$ cat config.mk
export PLATFORM = sky130hd
export DESIGN_NAME = kpc_cmd_decoder
export DESIGN_NICKNAME = d
export VERILOG_FILES = /design/src/rtl/kpc_pkg.sv /design/src/rtl/kpc_frame.sv /design/src/rtl/kpc_arg_chk.sv /design/src/rtl/kpc_rd_sel.sv /design/src/rtl/kpc_cmd_decoder.sv
export SDC_FILE = /design/constraint.sdc
export NUM_CORES = 1
export LEC_CHECK = 0
export ABC_AREA = 1
export BUFFER_PORTS_ARGS = -buffer_cell sky130_fd_sc_hd__buf_2
export CAP_MARGIN = 20
export CORE_UTILIZATION = 60
export CTS_CLUSTER_DIAMETER = 60
export DETAILED_ROUTE_END_ITERATION = 8
export GPL_ROUTABILITY_DRIVEN = 1
export PLACE_DENSITY_LB_ADDON = 0.08
export SLEW_MARGIN = 25
export SYNTH_ARGS = -nofsm -noshare
export SYNTH_HDL_FRONTEND = slang
export SYNTH_SLANG_ARGS = --single-unit
$ cat constraint.sdc
create_clock -name clk -period 3.3 [get_ports clk]
set_input_delay 0.495 -clock clk [delete_from_list [all_inputs] [get_ports clk]]
set_output_delay 0.495 -clock clk [all_outputs]
set_load 0.05 [all_outputs]
$ cat src/rtl/kpc_pkg.sv
package kpc_pkg;
    localparam int GPIO_W = 16;
    localparam int BYTE_W = 8;

    localparam logic [7:0] OP_ID_RD    = 8'h80;
    localparam logic [7:0] OP_CFG_WR   = 8'h81;
    localparam logic [7:0] OP_STAT_RD  = 8'h82;
    localparam logic [7:0] OP_SOFT_RST = 8'h83;
    localparam logic [7:0] OP_PULL_WR  = 8'h84;
    localparam logic [7:0] OP_DIR_WR   = 8'h85;
    localparam logic [7:0] OP_LVL_WR   = 8'h86;
    localparam logic [7:0] OP_DIR_RD   = 8'h87;
    localparam logic [7:0] OP_LVL_RD   = 8'h88;
    localparam logic [7:0] OP_KEY_POP  = 8'h89;
    localparam logic [7:0] OP_KEY_PEEK = 8'h8A;
    localparam logic [7:0] OP_ACT_WR   = 8'h8B;
    localparam logic [7:0] OP_ERR_RD   = 8'h8C;
    localparam logic [7:0] OP_ROT_RD   = 8'h8E;
    localparam logic [7:0] OP_DBNC_WR  = 8'h8F;
    localparam logic [7:0] OP_SIZE_WR  = 8'h90;
    localparam logic [7:0] OP_SIZE_RD  = 8'h91;
    localparam logic [7:0] OP_CFG_RD   = 8'h92;
    localparam logic [7:0] OP_CLK_WR   = 8'h93;
    localparam logic [7:0] OP_CLK_RD   = 8'h94;
    localparam logic [7:0] OP_RETIRED  = 8'hFF;

    localparam logic [7:0] SOFT_RST_KEY = 8'hAA;
    localparam logic [15:0] ID_VALUE    = 16'h0400;

    // status bit positions
    localparam int ST_KEY    = 0;
    localparam int ST_ERR    = 3;
    localparam int ST_NOINIT = 4;
    localparam int ST_PWM0   = 5;
    localparam int PWM_CH    = 3;

    // error bit positions
    localparam int ER_BADPAR  = 0;
    localparam int ER_UNKCMD  = 1;
    localparam int ER_KEYOVR  = 2;
    localparam int ER_FIFOOVR = 6;

    // keypad dimension limits
    localparam int KS_MIN     = 3;
    localparam int KS_ROW_MAX = 12;
    localparam int KS_COL_MAX = 8;

    localparam logic [7:0] RST_CFG  = 8'h80;
    localparam logic [7:0] RST_CLK  = 8'h08;
    localparam logic [7:0] RST_ACT  = 8'd125;
    localparam logic [7:0] RST_DBNC = 8'd3;
    localparam logic [7:0] RST_SIZE = 8'h33;

    typedef struct packed {
        logic [BYTE_W-1:0] cfg;
        logic [BYTE_W-1:0] clkc;
        logic [BYTE_W-1:0] act;
        logic [BYTE_W-1:0] dbnc;
        logic [BYTE_W-1:0] ksize;
        logic [BYTE_W-1:0] status;
        logic [BYTE_W-1:0] err;
        logic [GPIO_W-1:0] pull;
        logic [GPIO_W-1:0] dir;
        logic [GPIO_W-1:0] lvl;
    } regs_t;
endpackage

$ cat src/rtl/kpc_frame.sv
module kpc_frame #(
    parameter int CNT_W = 4
) (
    input  logic             clk,
    input  logic             rst_n,
    input  logic             wr_start_i,
    input  logic             rd_start_i,
    input  logic             wr_byte_i,
    input  logic [7:0]       wr_data_i,
    input  logic             rd_byte_i,
    input  logic             retire_i,
    output logic [7:0]       cmd_o,
    output logic [CNT_W-1:0] cnt_o,
    output logic             param_stb_o,
    output logic [CNT_W-1:0] pidx_o
);
    localparam logic [CNT_W-1:0] CNT_MAX = {CNT_W{1'b1}};

    typedef struct packed {
        logic [7:0]       cmd;
        logic [CNT_W-1:0] cnt;
    } frame_t;

    frame_t f_d, f_q;

    always_comb begin
        f_d = f_q;
        if (wr_start_i || rd_start_i) begin
            f_d.cnt = '0;
        end else begin
            if (wr_byte_i && (f_q.cnt == '0)) begin
                f_d.cmd = wr_data_i;
            end else if (retire_i) begin
                f_d.cmd = 8'hFF;
            end
            if ((wr_byte_i || rd_byte_i) && (f_q.cnt != CNT_MAX)) begin
                f_d.cnt = f_q.cnt + 1'b1;
            end
        end
    end

    always_ff @(posedge clk or negedge rst_n) begin
        if (!rst_n) begin
            f_q.cmd <= 8'hFF;
            f_q.cnt <= '0;
        end else begin
            f_q <= f_d;
        end
    end

    assign cmd_o       = f_q.cmd;
    assign cnt_o       = f_q.cnt;
    assign param_stb_o = wr_byte_i && (f_q.cnt != '0) && !wr_start_i && !rd_start_i;
    assign pidx_o      = f_q.cnt - 1'b1;
endmodule

$ cat src/rtl/kpc_arg_chk.sv
module kpc_arg_chk
    import kpc_pkg::*;
(
    input  logic [7:0] cmd_i,
    input  logic [7:0] val_i,
    output logic       bad_o
);
    logic [3:0] rows, cols;

    assign rows = val_i[3:0];
    assign cols = val_i[7:4];

    always_comb begin
        case (cmd_i)
            OP_SOFT_RST: bad_o = (val_i != SOFT_RST_KEY);
            OP_DBNC_WR:  bad_o = (val_i == 8'h00);
            OP_SIZE_WR:  bad_o = (int'(rows) < KS_MIN) || (int'(rows) > KS_ROW_MAX) ||
                                 (int'(cols) < KS_MIN) || (int'(cols) > KS_COL_MAX);
            OP_CLK_WR:   bad_o = val_i[1] ^ val_i[0];
            OP_RETIRED:  bad_o = 1'b1;
            default:     bad_o = 1'b0;
        endcase
    end
endmodule

$ cat src/rtl/kpc_rd_sel.sv
module kpc_rd_sel
    import kpc_pkg::*;
#(
    parameter int CNT_W = 4
) (
    input  logic [7:0]       cmd_i,
    input  logic [CNT_W-1:0] idx_i,
    input  regs_t            regs_i,
    input  logic [7:0]       fifo_data_i,
    output logic [7:0]       data_o,
    output logic             known_o,
    output logic             pop_o,
    output logic             stat_rd_o
);
    logic [15:0] word;
    logic        single;

    always_comb begin
        word      = '0;
        single    = 1'b0;
        known_o   = 1'b1;
        pop_o     = 1'b0;
        stat_rd_o = 1'b0;
        case (cmd_i)
            OP_ID_RD:    word = ID_VALUE;
            OP_STAT_RD:  begin word = {8'h00, regs_i.status}; stat_rd_o = 1'b1; end
            OP_DIR_RD:   word = regs_i.dir;
            OP_LVL_RD:   word = regs_i.lvl;
            OP_KEY_POP:  begin word = {8'h00, fifo_data_i}; single = 1'b1; pop_o = 1'b1; end
            OP_KEY_PEEK: begin word = {8'h00, fifo_data_i}; single = 1'b1; end
            OP_ERR_RD:   word = {8'h00, regs_i.err};
            OP_ROT_RD:   word = '0;
            OP_SIZE_RD:  word = {8'h00, regs_i.ksize};
            OP_CFG_RD:   word = {12'h000, regs_i.cfg[3:0]};
            OP_CLK_RD:   word = {8'h00, regs_i.clkc[7:2], 2'b10};
            default:     known_o = 1'b0;
        endcase

        if (single || (idx_i == '0)) begin
            data_o = word[7:0];
        end else if (idx_i == CNT_W'(1)) begin
            data_o = word[15:8];
        end else begin
            data_o = 8'h00;
        end
    end
endmodule

$ cat src/rtl/kpc_cmd_decoder.sv
module kpc_cmd_decoder
    import kpc_pkg::*;
#(
    parameter int CNT_W = 4
) (
    input  logic              clk,
    input  logic              rst_n,
    input  logic              wr_start_i,
    input  logic              rd_start_i,
    input  logic              wr_byte_i,
    input  logic [7:0]        wr_data_i,
    input  logic              rd_byte_i,
    output logic [7:0]        rd_data_o,
    input  logic              key_evt_i,
    input  logic              fifo_ovf_i,
    input  logic [PWM_CH-1:0] pwm_done_i,
    input  logic [7:0]        fifo_data_i,
    output logic              fifo_pop_o,
    output logic              fifo_flush_o,
    output logic              irq_n_o,
    output logic [7:0]        cfg_o,
    output logic [7:0]        clk_cfg_o,
    output logic [7:0]        act_time_o,
    output logic [7:0]        debounce_o,
    output logic [7:0]        key_size_o,
    output logic [GPIO_W-1:0] gpio_pull_o,
    output logic [GPIO_W-1:0] gpio_dir_o,
    output logic [GPIO_W-1:0] gpio_lvl_o
);
    localparam logic [7:0] NOINIT_MASK = 8'(1 << ST_NOINIT);

    regs_t            r_d, r_q;
    logic [7:0]       rd_data_d, rd_data_q;
    logic [7:0]       cmd_w;
    logic [CNT_W-1:0] cnt_w, pidx_w;
    logic             param_stb_w, retire_w, flush_w, bad_w;
    logic [7:0]       rd_val_w;
    logic             rd_known_w, rd_pop_w, stat_rd_w;
    logic [7:0]       err_set;
    logic [GPIO_W-1:0] hi_byte;

    kpc_frame #(.CNT_W(CNT_W)) u_frame (
        .clk         (clk),
        .rst_n       (rst_n),
        .wr_start_i  (wr_start_i),
        .rd_start_i  (rd_start_i),
        .wr_byte_i   (wr_byte_i),
        .wr_data_i   (wr_data_i),
        .rd_byte_i   (rd_byte_i),
        .retire_i    (retire_w),
        .cmd_o       (cmd_w),
        .cnt_o       (cnt_w),
        .param_stb_o (param_stb_w),
        .pidx_o      (pidx_w)
    );

    kpc_arg_chk u_arg (
        .cmd_i (cmd_w),
        .val_i (wr_data_i),
        .bad_o (bad_w)
    );

    kpc_rd_sel #(.CNT_W(CNT_W)) u_rd (
        .cmd_i       (cmd_w),
        .idx_i       (cnt_w),
        .regs_i      (r_q),
        .fifo_data_i (fifo_data_i),
        .data_o      (rd_val_w),
        .known_o     (rd_known_w),
        .pop_o       (rd_pop_w),
        .stat_rd_o   (stat_rd_w)
    );

    assign hi_byte = {wr_data_i, 8'h00};

    always_comb begin
        r_d       = r_q;
        rd_data_d = rd_data_q;
        retire_w  = 1'b0;
        flush_w   = 1'b0;
        err_set   = '0;

        if (param_stb_w) begin
            case (cmd_w)
                OP_CFG_WR: begin
                    r_d.cfg    = wr_data_i;
                    r_d.status = '0;
                    flush_w    = 1'b1;
                    retire_w   = 1'b1;
                end
                OP_SOFT_RST: begin
                    retire_w = 1'b1;
                    if (!bad_w) begin
                        r_d.cfg    = RST_CFG;
                        r_d.clkc   = RST_CLK;
                        r_d.act    = RST_ACT;
                        r_d.dbnc   = RST_DBNC;
                        r_d.ksize  = RST_SIZE;
                        r_d.status = NOINIT_MASK;
                    end
                end
                OP_PULL_WR: begin
                    if (pidx_w == '0) r_d.pull = {8'h00, wr_data_i};
                    else begin r_d.pull = r_q.pull | hi_byte; retire_w = 1'b1; end
                end
                OP_DIR_WR: begin
                    if (pidx_w == '0) r_d.dir = {8'h00, wr_data_i};
                    else begin r_d.dir = r_q.dir | hi_byte; retire_w = 1'b1; end
                end
                OP_LVL_WR: begin
                    if (pidx_w == '0) r_d.lvl = {8'h00, wr_data_i};
                    else begin r_d.lvl = r_q.lvl | hi_byte; retire_w = 1'b1; end
                end
                OP_ACT_WR:  begin r_d.act   = wr_data_i; retire_w = 1'b1; end
                OP_DBNC_WR: begin r_d.dbnc  = wr_data_i; retire_w = 1'b1; end
                OP_SIZE_WR: begin r_d.ksize = wr_data_i; retire_w = 1'b1; end
                OP_CLK_WR:  begin r_d.clkc  = wr_data_i; retire_w = 1'b1; end
                OP_RETIRED: ;
                default:    err_set[ER_UNKCMD] = 1'b1;
            endcase
            if (bad_w) err_set[ER_BADPAR] = 1'b1;
        end

        if (rd_byte_i && !wr_start_i && !rd_start_i) begin
            rd_data_d = rd_known_w ? rd_val_w : 8'h00;
            if (!rd_known_w) begin
                err_set[ER_UNKCMD] = 1'b1;
            end else if (stat_rd_w && !r_q.status[ST_NOINIT]) begin
                r_d.status = '0;
            end
        end

        // event inputs from neighbouring blocks
        if (key_evt_i) r_d.status[ST_KEY] = 1'b1;
        r_d.status[ST_PWM0 +: PWM_CH] = r_d.status[ST_PWM0 +: PWM_CH] | pwm_done_i;
        if (fifo_ovf_i) err_set[ER_FIFOOVR] = 1'b1;

        if (err_set != '0) begin
            r_d.err            = r_d.err | err_set;
            r_d.status[ST_ERR] = 1'b1;
        end
    end

    always_ff @(posedge clk or negedge rst_n) begin
        if (!rst_n) begin
            r_q.cfg    <= RST_CFG;
            r_q.clkc   <= RST_CLK;
            r_q.act    <= RST_ACT;
            r_q.dbnc   <= RST_DBNC;
            r_q.ksize  <= RST_SIZE;
            r_q.status <= NOINIT_MASK;
            r_q.err    <= '0;
            r_q.pull   <= '0;
            r_q.dir    <= '0;
            r_q.lvl    <= '0;
            rd_data_q  <= '0;
        end else begin
            r_q       <= r_d;
            rd_data_q <= rd_data_d;
        end
    end

    assign rd_data_o    = rd_data_q;
    assign fifo_pop_o   = rd_byte_i && !wr_start_i && !rd_start_i && rd_pop_w;
    assign fifo_flush_o = flush_w;
    assign irq_n_o      = (r_q.status == '0);
    assign cfg_o        = r_q.cfg;
    assign clk_cfg_o    = r_q.clkc;
    assign act_time_o   = r_q.act;
    assign debounce_o   = r_q.dbnc;
    assign key_size_o   = r_q.ksize;
    assign gpio_pull_o  = r_q.pull;
    assign gpio_dir_o   = r_q.dir;
    assign gpio_lvl_o   = r_q.lvl;
endmodule

# Yosys cells after proc, flatten, opt, wreduce, memory -nomap -nowiden
# Cells that the tools add are included.
# word_totals
regBits	124
latchBits	0
mem_bits_rw	0
mem_bits_ro	0
input_bits	27
mem_count	0
# op_classes
addsub	2
mul	0
div_mod_pow	0
magnitude_cmp	4
eq_ne	25
n_shift	0
muxes	40
bitwise	7
n_reduce_logical	45
# op_table
op	count
== test 8 bit, second input constant	21
one-hot mux 16 bit (9 select lines)	1
one-hot mux 8 bit (2 select lines)	6
2-to-1 mux 8 bit	9
2-to-1 mux 16 bit	3
2-to-1 mux 48 bit	1
OR 16 bit	3
logical NOT 8 bit	2
2-to-1 mux 1 bit	15
AND reduction 3 bit	5
nonzero test 2 bit	7
OR reduction 11 bit	1
OR reduction 10 bit	1
logical AND 1 bit	9
greater-than comparator 4 bit, second input constant	2
logical NOT 4 bit	2
< comparator 4 x 2 -> 1 bit, second input constant	2
2-to-1 mux 4 bit	2
!= test 8 bit, second input constant	1
OR 8 x 7 -> 8 bit	1
AND reduction 2 bit	4
logical OR 1 bit	6
OR reduction 6 bit	1
one-hot mux 1 bit (5 select lines)	1
other kinds (15)	17

# Depth between registers and ports, before layout
# Gate-level depths: netlist (run 1).
# depth
ltp_word	12
ltp_mapped	15
ltp_nobuf	15

# Modules after synthesis
# A second synthesis (run 1) with hierarchy kept.
# unflattened
hier_cells	965
area_unflattened_um2	7419.6
# modules_own_cells
mod	instances	cells_per_inst	area_each_um2	seq_area_each_um2
kpc_cmd_decoder	1	583	5250.0	2696.3
kpc_rd_sel	1	219	1074.8	0.0
kpc_frame	1	103	822.0	310.3
kpc_arg_chk	1	60	272.8	0.0

# Worst setup path before layout (run 1)
# OpenSTA, ideal clock, no wires.
# synth_path
path_kind	input port to output port
from	input port wr_start_i
to	output port fifo_pop_o
arrival_ps	2380
required_time_ps	2805
setup_slack_ps	425
stages	5
path_buffers	1
cell_sequence	or2_4 > nor2_1 > buf_2 > clkinv_1 > nor3_1
# synth_via
elab_chain_cells	4
# synth_rtl
element	line	source
from (decl)	kpc_cmd_decoder.sv:8	input logic wr_start_i,
logical NOT 1 bit	kpc_cmd_decoder.sv:164	assign fifo_pop_o = rd_byte_i && !wr_start_i && !rd_start_i && rd_pop_w;
logical AND 1 bit (3 in a row)	kpc_cmd_decoder.sv:164	
to (decl)	kpc_cmd_decoder.sv:18	output logic fifo_pop_o,
# Every way passes these cells.

# Final worst setup path (run 1)
# layout_path
from	register u_frame.f_q, in the netlist u_frame.cnt_o[0]
to	output port fifo_flush_o
# layout_via
elab_chain_cells	5
# layout_rtl
element	line	source
from (decl)	kpc_frame.sv:24	frame_t f_d, f_q;
nonzero test 4 bit	kpc_frame.sv:53	assign param_stb_o = wr_byte_i && (f_q.cnt != '0) && !wr_start_i && !rd_start_i;
logical AND 1 bit (3 in a row)	kpc_frame.sv:53	
2-to-1 mux 1 bit	kpc_cmd_decoder.sv:83	if (param_stb_w) begin
to (decl)	kpc_cmd_decoder.sv:19	output logic fifo_flush_o,
# Every way passes these cells.

==> impl_metrics.tcl, run 1 <==
set metrics [dict create \
    outcome "complete, no violations" \
    finalCritPeriodShare_pct 79.7 \
    core_area_sq_um 11000 \
    num_rows 38 \
    synth_edf_count 0 \
    seq_area_frac_synth_pct 43.4 \
    synthesis.nets 918 \
    p_leak_nw 4.29 \
    ctsHoldBuffers 0 \
    clkPwrFrac_pct 46.5 \
    peakVddDrop_mv 0.505 \
    drc_errors 0 \
    power_frac_comb_pct 14.5 \
    cts_root_buffer "clkbuf_16" \
    arrival_ns 2.13 \
    path_max_fanout 6 \
    end_kind "primary output" \
    gr-usage-all-layers_pct 31.9 \
    required_ns 2.80 \
    yosys.area_share.simple_pct 29.9 \
    ctsResizeCount 0 \
    cts.path.max_buffers 2 \
    clkTransAtPathRegs_ns 0.05 \
    rsz0062_at_grt "false" \
    layout_setup_ws_ns 0.670 \
    dp_cells 1051 \
    clk_latency_ns 0.42 \
    drv_slew 0 \
    syn_inst 885 \
    synth.cell_area_sq_um 6930 \
    via_per_inst 5.47 \
    place.gp.congestion 0.924 \
    grt_max_degree 67 \
    final-setup-viol-count 0 \
    num_antenna_cells 0 \
    synth-xor-area-share_pct 0 \
    fillers 963 \
    hold_path.class "in2async" \
    setup_tns_ns 0 \
    dieWidth_um 109 \
    synth_compound_area_share_pct 9.95 \
    fin_worst_skew_ns 0.00616 \
    ys_types 39 \
    tritoncts "done" \
    die_h_um 109 \
    htree_levels 4 \
    relSlewSlack_pct 53.1 \
    initial_utilization_pct 62.8 \
    wl_per_cell_um 16.8 \
    synth_area_per_cell_sq_um 7.83 \
    antenna_found_initial 0 \
    ios 126 \
    synth_ff_type "dfrtp_1" \
    wl_um 18100 \
    ys_seq_elements 119 \
    grt_pass1_wl_um 28000 \
    layout.cells.non_filler 1083 \
    tightest_slew_ns 0.703 \
    switchingPower_w 0.00115 \
    critical_path_class "reg2out" \
    cts_setup_buffers 0 \
    synthAdderAreaFrac_pct 1.08 \
    synth_top_family_by_area "simple AND/OR/NAND/NOR gates" \
    max-cap-violations 0 \
    port_buffers 125 \
    dpl_worst_slack_ns 0.892 \
    fmax_mhz 380 \
    num_vias 5920 \
    fin_nets 963 \
    muxShareOfSynthArea_pct 0 \
    hpwl_um 13500 \
    firstDrtPassIters 5 \
    fin_area_sq_um 7630 \
    first_global_vias 5444 \
    die_area_sq_um 12000 \
    grt_remaining_overflow 0 \
    layout-drive-gt1-share_pct 26.6 \
    placed_area_sq_um 7020 \
    yosysWarnings 0 \
    ant_nets 0 \
    swShare_pct 28.0 \
    p_per_area_nw_per_um2 540 \
    period_minus_slack_ns 2.63 \
    hold_violations 0 \
    area_delta_synth_final_pct 10.1 \
    p_int_w 0.00297 \
    cts_num_sinks 119 \
    cp-start-kind "register" \
    dr.first_iter.drc_count 532 \
    synth_async_sr_flop_share_pct 100 \
    cts_buffers 17 \
    seq_power_share_pct 39.0 \
]
sequential cells by signal (all words and copies together) (netlist names):
register and flops:
cfg_o 8, gpio_pull_o 16, u_frame.cmd_o 8, act_time_o 8
debounce_o 8, clk_cfg_o 8, rd_data_o 8, key_size_o 8
gpio_lvl_o 16, gpio_dir_o 16, u_frame.cnt_o 4, r_q 11
critical path, cell delays in order (launching register included):
cell and delay (ns):
dfrtp_1 0.39, inv_1 0.16, ha_1 0.19, inv_1 0.04, nor2_1 0.17, inv_2 0.05, nor2_2 0.17, inv_2 0.10
nand2_4 0.15, nor2_1 0.08, buf_2 0.21
layout make-up:
class	count	area (sq um)	area share, %
clock buffer	24	462	6.05
clock inverter	8	146	1.92
inverter	87	337	4.41
multi-input combinational	577	2840	37.2
sequential	119	3010	39.4
tap	140	175	2.30
timing repair buffer	128	663	8.69
synthesized netlist by cell type, drive strengths merged (3+ instances only):
library cell / count / area (sq um)
nand3: 71 / 400
o21a: 10 / 75.1
o31ai: 7 / 62.6
dfstp: 23 / 604
o21ai: 67 / 392
buf: 101 / 746
a21oi: 20 / 104
nand2: 307 / 1220
ha: 6 / 75.1
clkinv: 3 / 11.3
nor3: 5 / 30.0
nor2: 67 / 365
dfrtp: 96 / 2400
o22ai: 7 / 43.8
inv: 84 / 325
nand4: 3 / 18.8
per-layer routing:
layer | vias to the layer above | global-route usage [%] | part of all wire (%)
li1 | 2825 | - | -
met1 | 2815 | 41.9 | 43
met5 | - | 0 | 0
met4 | 0 | 15.0 | 3.1
met2 | 242 | 51.8 | 48
met3 | 38 | 5.04 | 6.4
placed cells by master, fill, tap and decap left out, drive strengths merged, types with 3 or more instances in the layout:
| master | instances |
|---|---|
| nand2 | 307 |
| nand3 | 71 |
| o21ai | 67 |
| buf | 128 |
| nor2 | 67 |
| bufinv | 4 |
| dfrtp | 96 |
| nand4 | 3 |
| inv | 85 |
| nor3 | 5 |
| clkbuf | 24 |
| o22ai | 7 |
| ha | 6 |
| o21a | 10 |
| a21oi | 20 |
| o31ai | 7 |
| clkinv | 5 |
| dfstp | 23 |
stage by stage:
step,power (W),hold slack [ns],util (%)
6_report,0.00412,0.129,69.2
5_1_grt,0.00427,0.180,69.2
4_1_cts,0.00414,0.145,69.1
3_5_place_dp,0.00222,0.433,63.6
3_3_place_gp,0.00221,0.421,63.6
2_1_floorplan,0.00206,0.199,-
power by group through the flow:
stage	Clock, W	Combinational, W	Sequential [W]
floorplan	0	0.000389	0.00168
global placement	0	0.000584	0.00163
detailed placement	0	0.000591	0.00163
CTS	0.00194	0.000595	0.00161
global route	0.00200	0.000654	0.00162
finish	0.00192	0.000597	0.00161
final timing paths:
check,start,end,slack (ns),cells past startpoint
hold reg to reg,r_q[54],r_q[54],0.45,2
max in group asynchronous,rst_n,u_frame.cmd_o[1],2.33,2
setup reg to reg,u_frame.cmd_o[3],u_frame.cmd_o[6],0.95,11
setup / recovery,u_frame.cnt_o[0],fifo_flush_o,0.67,10
hold / removal,rst_n,act_time_o[1],0.13,1
min in group clk,pwm_done_i[1],r_q[62],0.26,3
kinds of logic (layout without fill, tap and decap cells):
kind of cell	Yosys count	count (layout)
and+or+nand+nor	459	459
buffers and inverters	189	247
DFF	119	119
AOI/OAI and AO/OA	112	112
adders and majority gates	6	6
Power figures use the tool's default switching activity.
==> inputs of run 2 (changes only) <==
--- a/config.mk
+++ b/config.mk
@@ -8,7 +8,7 @@
 export ABC_AREA = 1
 export BUFFER_PORTS_ARGS = -buffer_cell sky130_fd_sc_hd__buf_2
 export CAP_MARGIN = 20
-export CORE_UTILIZATION = 60
+export CORE_UTILIZATION = 51
 export CTS_CLUSTER_DIAMETER = 60
 export DETAILED_ROUTE_END_ITERATION = 8
 export GPL_ROUTABILITY_DRIVEN = 1
==> constraint.sdc (replaced) <==
create_clock -name clk -period 2.1 [get_ports clk]
set_input_delay 0.315 -clock clk [delete_from_list [all_inputs] [get_ports clk]]
set_output_delay 0.315 -clock clk [all_outputs]
set_load 0.05 [all_outputs]
==> run 2 against run 1 <==
Against the previous run: total power increased by 59%; clock power increased by 55%; critical path depth shrank 5; critical endpoint is now fifo_pop_o; largest power group unchanged.
==> impl_metrics.tcl, run 2 (synthesis gave the netlist of run 1 again) <==
set metrics [dict create \
    required_ns 1.78 \
    tritoncts "done" \
    max-cap-violations 0 \
    max_stage_delay_ns 0.56 \
    outcome "complete, no violations" \
    fmax_mhz 490 \
    p_leak_nw 4.49 \
    die_area_sq_um 14100 \
    num_antenna_cells 0 \
    clkTransAtPathRegs_ns 0.06 \
    wl_um 19200 \
    layout-drive-gt1-share_pct 31.4 \
    cts.path.max_buffers 2 \
    peakVddDrop_mv 0.514 \
    crit_buf_inv 1 \
    ios 126 \
    cts_num_sinks 119 \
    path_cells "nand2_2 -> nor2_8 -> nand2_1 -> nor3_2 -> buf_6" \
    dr.first_iter.drc_count 493 \
    place.gp.congestion 0.920 \
    wl_per_cell_um 16.6 \
    hold_violations 0 \
    final-setup-viol-count 0 \
    seq_area_sq_um 3010 \
    critical-path-top-delay-family "flip-flops" \
    gr-usage-all-layers_pct 28.2 \
    dieWidth_um 119 \
    fin_util_pct 60.9 \
    arrival_ns 1.72 \
    drc_errors 0 \
    hold_path.class "in2reg" \
    dp_cells 1109 \
    cpMaxStageDelayCell "dfstp_2" \
    clk_latency_ns 0.42 \
    relSlewSlack_pct 58.0 \
    fin_nets 999 \
    drv_slew 0 \
    finalCritPeriodShare_pct 97.1 \
    setup_tns_ns 0 \
    cp-start-kind "register" \
    firstDrtPassIters 5 \
    critical_path_class "reg2out" \
    htree_levels 4 \
    period_minus_slack_ns 2.04 \
    grt_max_degree 50 \
    num_vias 6044 \
    whs_ns 0.0785 \
    cts_buffers 17 \
    initial_utilization_pct 52.3 \
    port_buffers 125 \
    layout.cells.non_filler 1155 \
    area_delta_synth_final_pct 16.4 \
    tightest_slew_ns 0.630 \
    core_area_sq_um 13200 \
    num_rows 42 \
    fillers 1261 \
    multi_input_area_sq_um 2910 \
    die_h_um 119 \
    via_per_inst 5.23 \
    first_global_vias 5652 \
    end_kind "primary output" \
    hpwl_um 14300 \
    path_max_fanout 4 \
    grt_pass1_wl_um 30000 \
    fin_worst_skew_ns 0.00921 \
    cts_root_buffer "clkbuf_16" \
    p_per_area_nw_per_um2 812 \
    antenna_found_initial 0 \
    final_common_cell "nand2_1" \
    final_cell_mix "nand2_1 (284), buf_2 (122), dfrtp_1 (96)" \
    grt_remaining_overflow 0 \
    ant_nets 0 \
    finalPower_w 0.00655 \
]
-- run 2: repair_timing --
item                                    CTS  global route
resized for setup                        11            16
hold endpoints to repair                 15             0
endpoints found under the setup margin    3            72
pin swaps                                 2             5
setup buffers                             3            10
hold buffers                              1             0
-- run 2: worst reg2reg max path: stages, from the launching register on --
cell     delay, ns
dfstp_2       0.60
inv_2         0.04
nand2_1       0.19
nor2_1        0.12
nand3_1       0.09
nand2_1       0.06
nor2_2        0.21
nand2_2       0.15
buf_4         0.17
o21ai_1       0.12
inv_1         0.05
nor2_1        0.10
-- run 2: area by class of cell --
class,count,area share [%]
Tap cell,176,2.73
Inverter,87,4.20
Sequential cell,119,37.3
Clock buffer,21,5.71
Timing Repair Buffer,164,12.2
Clock inverter,11,1.85
Multi-Input combinational cell,577,36.0
-- run 2: final timing paths --
kind,startpoint,end,slack [ns],cells past startpoint
max,u_frame.cmd_o[7],fifo_pop_o,0.06,5
min in group asynchronous,rst_n,debounce_o[5],0.35,2
max in group asynchronous,rst_n,r_q[60],1.10,3
max reg2reg,u_frame.cmd_o[2],r_q[60],0.13,11
min reg2reg,r_q[48],r_q[48],0.46,2
min,pwm_done_i[0],r_q[61],0.08,3
-- run 2: layer usage --
metal / routed length (um) / share of wire [%] / up-vias / global-route usage (%)
li1: - / - / 2894 / -
met1: 8120 / 42 / 2900 / 36.3
met2: 9400 / 49 / 211 / 46.3
met3: 1170 / 6.1 / 39 / 6.42
met4: 519 / 2.7 / 0 / 10.5
met5: 0 / 0 / - / 0
-- run 2: metrics by stage --
| step | instance area [sq um] | setup slack, ns |
|---|---|---|
| 2_1_floorplan | 6940 | 0.00771 |
| 3_3_place_gp | 7260 | 0.100 |
| 3_5_place_dp | 7260 | 0.00439 |
| 4_1_cts | 7940 | 0.00545 |
| 5_1_grt | 8070 | -0.0188 |
| 6_report | 8070 | 0.0602 |
-- run 2: report_power, final --
part / leakage, nW / total, W / switching, W / internal, W
logic: 2.75 / 0.00104 / 0.000758 / 0.000277
registers: 1.45 / 0.00253 / 0.0000951 / 0.00244
clock network: 0.290 / 0.00298 / 0.00105 / 0.00193
total: 4.49 / 0.00655 / 0.00191 / 0.00464
==> inputs of run 3 (changes only) <==
--- a/config.mk
+++ b/config.mk
@@ -6,9 +6,10 @@
 export NUM_CORES = 1
 export LEC_CHECK = 0
 export ABC_AREA = 1
+export ABC_CLOCK_PERIOD_IN_PS = 2600
 export BUFFER_PORTS_ARGS = -buffer_cell sky130_fd_sc_hd__buf_2
 export CAP_MARGIN = 20
-export CORE_UTILIZATION = 51
+export CORE_UTILIZATION = 60
 export CTS_CLUSTER_DIAMETER = 60
 export DETAILED_ROUTE_END_ITERATION = 8
 export GPL_ROUTABILITY_DRIVEN = 1
@@ -16,4 +17,5 @@
 export SLEW_MARGIN = 25
 export SYNTH_ARGS = -nofsm -noshare
 export SYNTH_HDL_FRONTEND = slang
+export SYNTH_HIERARCHICAL = 1
 export SYNTH_SLANG_ARGS = --single-unit
==> constraint.sdc (replaced) <==
create_clock -name clk -period 2.6 [get_ports clk]
set_input_delay 0.39 -clock clk [delete_from_list [all_inputs] [get_ports clk]]
set_output_delay 0.39 -clock clk [all_outputs]
set_load 0.05 [all_outputs]
==> run 3 against run 2 <==
Against the previous run: core utilization rose by 7.5 points; final area grew 1.9%; flip-flop and latch count did not move; cell count up 2.4%; total power down 19%; sequential share of layout area fell by 0.70 points; area after synthesis up 7.1%; synthesized cell count increased by 9.0%; register-to-register slack better by 0.10 ns; worst setup slack better by 0.080 ns; critical path depth is 2 higher; via count grew 7.4%; critical path type unchanged; largest power group unchanged; highest routed layer unchanged.
==> impl_metrics.tcl, run 3 <==
set metrics [dict create \
    cpMaxStageDelayCell "dfstp_2" \
    max-cap-violations 0 \
    finalCritPeriodShare_pct 94.6 \
    gr-usage-all-layers_pct 32.5 \
    core_area_sq_um 12000 \
    seq_area_frac_synth_pct 40.5 \
    r2r_start "u_frame/cmd_o[7]" \
    die_h_um 113 \
    path_cells "nand2_1 -> inv_2 -> nand2_1 -> nor2_1 -> inv_1 -> nor2_1 -> clkbuf_4" \
    final_common_cell "nand2_1" \
    layout-drive-gt1-share_pct 25.9 \
    seq_area_sq_um 3010 \
    cp.depth 7 \
    firstDrtPassIters 6 \
    fin_area_sq_um 8220 \
    via_per_inst 5.49 \
    dr.first_iter.drc_count 558 \
    arrival_ns 2.07 \
    placed_area_sq_um 7540 \
    outcome "complete, no violations" \
    grt_max_degree 120 \
    fin_worst_skew_ns 0.00719 \
    period_minus_slack_ns 2.46 \
    path_max_fanout 10 \
    yosysWarnings 6 \
    fmax_mhz 407 \
    synth_largest_area_cell "dfrtp_1" \
    syn_inst 965 \
    grt_pass1_wl_um 31500 \
    p_leak_nw 4.67 \
    tritoncts "done" \
    grt_remaining_overflow 0 \
    required_ns 2.21 \
    critical_path_class "reg2out" \
    final_cell_mix "nand2_1 (279), buf_2 (122), nand3_1 (106)" \
    cts.path.max_buffers 2 \
    wl_per_cell_um 16.7 \
    synthTopCellsByCount "nand2_1 (279), nand3_1 (107), dfrtp_1 (96), buf_4 (91)" \
    r2r_cells 9 \
    cts_num_sinks 119 \
    p_per_area_nw_per_um2 645 \
    clk_latency_ns 0.42 \
    crit_buf_inv 3 \
    place.gp.congestion 0.938 \
    ys_types 45 \
    yosysMostFrequentCell "nand2_1" \
    synth.cell_area_sq_um 7420 \
    num_rows 40 \
    num_vias 6492 \
    die_area_sq_um 12800 \
    multi_input_area_sq_um 3280 \
    synth_area_per_cell_sq_um 7.69 \
    relSlewSlack_pct 55.5 \
    r2r_end "rd_data_o[5]" \
    first_global_vias 5990 \
    hold_violations 0 \
    ios 126 \
    setup_tns_ns 0 \
    cts_root_buffer "clkbuf_16" \
    hpwl_um 14300 \
    end_kind "primary output" \
    peakVddDrop_mv 0.375 \
    tightest_slew_ns 0.665 \
    ff2ff_setup_slack_ns 0.23 \
    final-setup-viol-count 0 \
    synth_async_sr_flop_share_pct 100 \
    num_antenna_cells 0 \
    initial_utilization_pct 61.8 \
    finalPower_w 0.00531 \
    wl_um 19700 \
    synth_ff_type "dfrtp_1" \
    fillers 1060 \
    clkTransAtPathRegs_ns 0.05 \
    hold_path.class "in2async" \
    yosys-top-cells-area "dfrtp_1 (32%), nand2_1 (14%), buf_4 (9.2%), dfstp_2 (8.1%), nand3_1 (7.2%)" \
    yosysTopAreaCellShare_pct 32.4 \
    ant_nets 0 \
    port_buffers 125 \
    antenna_found_initial 0 \
    dieWidth_um 113 \
    critical-path-top-delay-family "flip-flops" \
    synth_edf_count 0 \
    rsz0062_at_grt "false" \
    area_delta_synth_final_pct 10.8 \
    fin_nets 1057 \
    max_stage_delay_ns 0.64 \
    ys_seq_elements 119 \
    htree_levels 4 \
    cts_buffers 17 \
    drv_slew 0 \
    cp-start-kind "register" \
    drc_errors 0 \
]
-- run 3: cell count changes after synthesis, moves of 10 or more --
cell,previous run,this run
nand4_1,3,24
nand2_1,291,279
nand3_1,65,107
o21a_1,10,0
nor2_1,53,81
inv_1,69,81
o21ai_0,41,31
-- run 3: cell families (layout without fill, tap and decap cells) --
| kind of cell | after synthesis | after routing | synth area share [%] |
|---|---|---|---|
| other | 1 | 5 | 0.0505 |
| DFF | 119 | 119 | 40.5 |
| and+or+nand+nor | 544 | 544 | 34.1 |
| xor gates and xnor gates | 3 | 3 | 0.354 |
| adders and majority gates | 6 | 6 | 1.01 |
| buffers and inverters | 200 | 267 | 15.9 |
| AOI/OAI and AO/OA | 92 | 92 | 8.03 |
-- run 3: worst max-delay path by stage --
stage	startpoint	end	slack [ns]
final	u_frame/cmd_o[3]	fifo_pop_o	0.14
after global routing	u_frame/cnt_o[0]	fifo_flush_o	0.01
after CTS	u_frame/cnt_o[0]	fifo_flush_o	0.0005
after detailed placement	wr_data_i[1]	cfg_o[7]	0.11
after global placement	wr_data_i[1]	r_q[59]	0.19
after floorplan	u_frame/cnt_o[0]	r_q[56]	0.03
-- run 3: final cells by class --
class / count / share of cell area (%)
Clock buffer: 22 / 5.64
Clock inverter: 9 / 1.81
Inverter: 90 / 4.14
Multi-Input combinational cell: 650 / 39.8
Sequential cell: 119 / 36.6
Tap cell: 147 / 2.24
Timing Repair Buffer: 146 / 9.77
-- run 3: where the power goes --
part | switching, W | internal (W)
registers | 0.000107 | 0.00194
clock network | 0.000819 | 0.00164
logic | 0.000596 | 0.000204
total | 0.00152 | 0.00379
-- run 3: through the flow --
step	cells	util (%)	worst slack, ns	hold WS (ns)
4_1_cts	1178	67.9	0.000500	0.0948
3_5_place_dp	1147	62.8	0.110	0.455
2_1_floorplan	969	-	0.0258	0.0944
5_1_grt	1183	68.5	0.0121	0.100
6_report	1183	68.5	0.140	0.0209
3_3_place_gp	1147	62.8	0.190	0.450
-- run 3: what timing repair did --
| item | CTS | global route |
|---|---|---|
| gates resized for setup | 0 | 7 |
| setup buffers | 0 | 5 |
| setup endpoints to repair | 0 | 16 |
| hold buffers | 0 | 0 |
-- run 3: per-layer routing --
| layer | GRT usage [%] | wire length, um | vias to the layer above |
|---|---|---|---|
| li1 | - | - | 3127 |
| met1 | 44.8 | 8660 | 3067 |
| met2 | 52.0 | 9370 | 264 |
| met3 | 6.21 | 1330 | 34 |
| met4 | 10.4 | 371 | 0 |
| met5 | 0 | 0 | - |
